--- src/rtl/irq_prio_ctrl.sv ---
module irq_prio_ctrl (
  input  logic        clk,
  input  logic        rst_n,
  input  logic        trap_i,
  input  logic        rst75_i,
  input  logic        rst65_i,
  input  logic        rst55_i,
  input  logic        intr_i,
  input  logic [2:0]  mask_i,
  input  logic        en_set_i,
  input  logic        en_clr_i,
  input  logic        boundary_i,
  output logic        take_o,
  output logic [2:0]  src_o,
  output logic [15:0] vec_o,
  output logic        inta_o,
  output logic        ie_o
);
  localparam logic [2:0] SRC_TRAP = 3'd0;
  localparam logic [2:0] SRC_R75  = 3'd1;
  localparam logic [2:0] SRC_R65  = 3'd2;
  localparam logic [2:0] SRC_R55  = 3'd3;
  localparam logic [2:0] SRC_GP   = 3'd4;

  logic trap_q, trap_arm, r75_q, r75_lat;
  logic [2:0]  win;
  logic [15:0] wvec;

  wire trap_ok = trap_arm & trap_i;
  wire ok75    = ie_o & ~mask_i[2] & r75_lat;
  wire ok65    = ie_o & ~mask_i[1] & rst65_i;
  wire ok55    = ie_o & ~mask_i[0] & rst55_i;
  wire okgp    = ie_o & intr_i;
  wire accept  = boundary_i & (trap_ok | ok75 | ok65 | ok55 | okgp);

  always_comb begin
    if (trap_ok)   begin win = SRC_TRAP; wvec = 16'h0024; end
    else if (ok75) begin win = SRC_R75;  wvec = 16'h003C; end
    else if (ok65) begin win = SRC_R65;  wvec = 16'h0034; end
    else if (ok55) begin win = SRC_R55;  wvec = 16'h002C; end
    else           begin win = SRC_GP;   wvec = 16'h0000; end
  end

  always_ff @(posedge clk) begin
    if (!rst_n) begin
      trap_q   <= 1'b0;
      trap_arm <= 1'b0;
      r75_q    <= 1'b0;
      r75_lat  <= 1'b0;
      take_o   <= 1'b0;
      inta_o   <= 1'b0;
      src_o    <= 3'd0;
      vec_o    <= 16'h0000;
      ie_o     <= 1'b0;
    end else begin
      trap_q <= trap_i;
      r75_q  <= rst75_i;
      if (accept && win == SRC_TRAP) trap_arm <= 1'b0;
      else if (trap_i && !trap_q)    trap_arm <= 1'b1;
      else if (!trap_i)              trap_arm <= 1'b0;
      r75_lat <= (r75_lat & ~(accept && win == SRC_R75)) | (rst75_i & ~r75_q);
      take_o <= accept;
      inta_o <= accept && win == SRC_GP;
      if (accept) begin
        src_o <= win;
        vec_o <= wvec;
      end
      if (accept)        ie_o <= 1'b0;
      else if (en_set_i) ie_o <= 1'b1;
      else if (en_clr_i) ie_o <= 1'b0;
    end
  end
endmodule


--- config.mk ---
export PLATFORM = sky130hd
export DESIGN_NAME = irq_prio_ctrl
export DESIGN_NICKNAME = d
export VERILOG_FILES = /design/src/rtl/irq_prio_ctrl.sv
export SDC_FILE = /design/constraint.sdc
export NUM_CORES = 1
export LEC_CHECK = 0
export BUFFER_PORTS_ARGS = -buffer_cell sky130_fd_sc_hd__buf_2
export CAP_MARGIN = 10
export CORE_MARGIN = 2
export CORE_UTILIZATION = 45
export CTS_CLUSTER_SIZE = 25
export DETAILED_ROUTE_END_ITERATION = 10
export GPL_TIMING_DRIVEN = 1
export PLACE_DENSITY = 0.81
export SLEW_MARGIN = 20
export SYNTH_ARGS = -nofsm -noshare
export SYNTH_HDL_FRONTEND = slang
export SYNTH_SLANG_ARGS = --single-unit
--- constraint.sdc ---
create_clock -name clk -period 3.6 [get_ports clk]
set_input_delay 0.18 -clock clk [delete_from_list [all_inputs] [get_ports clk]]
set_output_delay 0.18 -clock clk [all_outputs]
set_load 0.005 [all_outputs]
==> out/summary.log <==
qor: yosys.synth_simple_gate_area_share 17.2%
qor: worst_setup_path.critical_path_peak_fanout 8
qor: worst_setup_path.reg2reg_setup_slack 2.33 ns
qor: yosys.synthTopCellsByArea sky130_fd_sc_hd__dfxtp_1, sky130_fd_sc_hd__buf_4, sky130_fd_sc_hd__o211ai_4
qor: layout.area.sequential 240 um^2
qor: floorplanning.initial_utilization 48.6%
qor: sta.finalCritPeriodShare 35.2%
qor: yosys.synth_xor_xnor_area_share 0%
qor: detailed_routing.drt_first_iter_violations 6
qor: worst_setup_path.crit_path_end src_o[1]$_SDFFE_PN0P_
qor: worst_setup_path.cp-start-kind flip-flop
qor: yosys.yosys.area.top_type_share 37.5%
qor: sta.max_freq 788 MHz
qor: global_route.grt_antenna_before_repair 0
qor: yosys.synth_seq_area_share 37.5%
qor: global_route.grt-ovfl-total 0
qor: floorplanning.std_cell_rows 13
qor: clock_tree.cts_buffers 3
qor: floorplanning.die_width 41.7 um
qor: clock_tree.worst_skew_pair.late_latency 0.28 ns
qor: sta.rsz0062_at_grt false
qor: worst_setup_path.ff2ff_path_depth 4
qor: detailed_routing.dr_total_vias 556
qor: power.p_leak 0.370 nW
qor: floorplanning.io_pins 35
qor: yosys.netlist_area 641 um^2
qor: layout.final_cell_mix sky130_fd_sc_hd__buf_2, sky130_fd_sc_hd__conb_1, sky130_fd_sc_hd__dfxtp_1, sky130_fd_sc_hd__o21ai_0
qor: worst_setup_path.worst_ep_arrival_time 1.45 ns
qor: place.pre_cts_ws 2.34 ns
qor: worst_setup_path.worst_r2r_startpoint ie_o$_SDFFE_PP0P_
qor: layout.final_common_cell sky130_fd_sc_hd__buf_2
qor: layout.layout.filler_cells 129
qor: yosys.synth_mux_area_share 1.56%
qor: detailed_routing.drtAntennaViolNets 0
qor: layout.post-route-cell-area 733 um^2
qor: global_route.grt_pass1_vias 468
qor: global_route.grt_start_max_net_pins 13
qor: yosys.syn_area_per_cell 9.02 um^2
qor: yosys.ys_types 29
qor: layout.design.final.nets 106
qor: detailed_routing.drc 0
qor: clock_tree.clock_tree.buffer_depth 2
qor: power.p_total 0.297 mW
qor: yosys.synth_compound_gate_area_share 24.2%
qor: place.replace_congestion 0.864
qor: detailed_routing.wl_per_cell 11.1 um
qor: sta.final_layout_setup_total_negative_slack 0 ns
qor: layout.post_route_cells_drive_above_1_share 33.7%
qor: hold_path.min-delay-path-class in -> reg
qor: floorplanning.coreArea 0.00132 mm^2
qor: clock_tree.clock_tree_from_tritoncts yes
qor: clock_tree.post_cts_resize_count 0
qor: floorplanning.die_h 41.7 um
qor: sta.setup_viol_count_final 0
qor: yosys.synthesis.instances 71
qor: detailed_routing.wirelength 1190 um
qor: global_route.overall_global_routing_usage 14.7%
qor: yosys.main_combinational_cell_family_by_area_after_synthesis compound AO/OA/AOI/OAI gates
qor: power.peakVddDrop 0.000334 V
qor: run.cap_violations 0
qor: sta.finClkSkew 0.00828 ns
qor: clock_tree.clock_tree.root_cell sky130_fd_sc_hd__clkbuf_4
qor: layout.antenna_cells_inserted 0
qor: layout.synthToLayoutAreaGrowth 14.5%
qor: global_route.global_route_wire_length_before_repair 1970 um
qor: place.io_buffers 22
qor: worst_setup_path.critPathRequiredTime 3.78 ns
qor: yosys.synthesized_area_fraction_occupied_by_adder_cells 0%
qor: clock_tree.cts-hold-fix-buffers 0
qor: place.detailed_place.area 697 um^2
qor: outcome.run_status finished, final reports clean
qor: worst_setup_path.cp-end-kind flip-flop
qor: worst_setup_path.timing_worst_setup_path_type reg -> reg
qor: floorplanning.die_area 0.00174 mm^2
qor: detailed_routing.drtPass1Iterations 4
qor: place.hpwl_after_detailed_placement 933 um
qor: sta.final.min_clock_period 1.27 ns
qor: layout.multi_input_gate_area 320 um^2
qor: worst_setup_path.timing.critical_path.from ie_o$_SDFFE_PP0P_
qor: clock_tree.post-cts-setup-buffer-count 0
qor: yosys.synthesis.yosys.warnings 0
qor: clock_tree.clock_tree.htree_level_count 1
qor: yosys.synth_area_leader_cell sky130_fd_sc_hd__dfxtp_1
qor: sta.slew_violations 0
qor: power.power.density_cell_area 405 mW/mm^2
qor: sta.layout_setup_ws 2.33 ns
qor: worst_setup_path.reg2reg_to src_o[1]$_SDFFE_PN0P_
qor: clock_tree.clkSinkCount 12
qor: yosys.synth.ff_latch_count 12
qor: sta.hold_violations 0
qor: clock_tree.clkSlewWorstSetupHoldPaths 0.08 ns
qor: detailed_routing.detail_route.vias_per_cell 5.20
[sequential cells by signal (all words and copies together), names as in the netlist]
name      flops
ie_o          1
src_o         3
trap_arm      1
trap_q        1
r75_lat       1
take_o        1
r75_q         1
vec_o         2
inta_o        1
[stage by stage]
stage                     instances  util (%)  hold WS (ns)
after CTS                       107      55.7         0.114
after global routing            107      55.7         0.119
final                           107      55.7         0.120
after global placement          103      52.9         0.401
after detailed placement        103      52.9         0.402
after floorplan                  82         -         0.302
[critical path, stage by stage (launching register included)]
cell                       delay (ns)
sky130_fd_sc_hd__dfxtp_1         0.47
sky130_fd_sc_hd__inv_2           0.10
sky130_fd_sc_hd__o211ai_4        0.23
sky130_fd_sc_hd__o21ai_2         0.11
sky130_fd_sc_hd__a32o_1          0.26
[worst min-delay path by stage]
stage                                   to  cells past startpoint  slack (ns)  startpoint
final                     r75_q$_SDFF_PN0_                      2        0.12     rst75_i
after global routing      r75_q$_SDFF_PN0_                      2        0.12     rst75_i
after CTS                 r75_q$_SDFF_PN0_                      2        0.11     rst75_i
after detailed placement  r75_q$_SDFF_PN0_                      2        0.40     rst75_i
after global placement    r75_q$_SDFF_PN0_                      2        0.40     rst75_i
after floorplan           r75_q$_SDFF_PN0_                      1        0.30     rst75_i
[cells in the mapped netlist, drive strengths merged]
library cell and n:
conb 1, nand3 3, a221oi 1, buf 15, clkbuf 1, and2 3, and3 1, a32o 2
nor2 2, a22o 1, o21ai 5, nor3 2, nand2b 4, nand2 3, nor2b 1, a21oi 3
inv 2, o211ai 1, nand4 1, a21boi 2, mux2i 1, dfxtp 12, o211a 2, a31o 1
a41oi 1
[cell type report]
| type | instances | share of cell area (%) |
|---|---|---|
| tap | 15 | 2.56 |
| sequential | 12 | 32.8 |
| inverter | 2 | 1.02 |
| multi-input combinational | 52 | 43.7 |
| timing repair buffer | 22 | 15.0 |
| clock buffer | 4 | 4.95 |
[cell families after synthesis]
kind of cell           Yosys count
AND/OR/NAND/NOR                 20
AO/OA/AOI/OAI                   19
buffers and inverters           18
flip-flops                      12
multiplexers                     1
other                            1
[power breakdown]
part / internal (mW) / total (mW) / switching [mW]
logic: 0.0193 / 0.0432 / 0.0238
registers: 0.139 / 0.144 / 0.00449
clock network: 0.0616 / 0.110 / 0.0483
[routing by layer]
layer	global-route usage (%)	up-vias	wire, um
li1	-	266	-
met1	16.3	255	481
met2	25.3	31	591
met3	3.91	4	94
met4	7.74	0	21
met5	0	-	0
(Power assumes the default switching activity.)
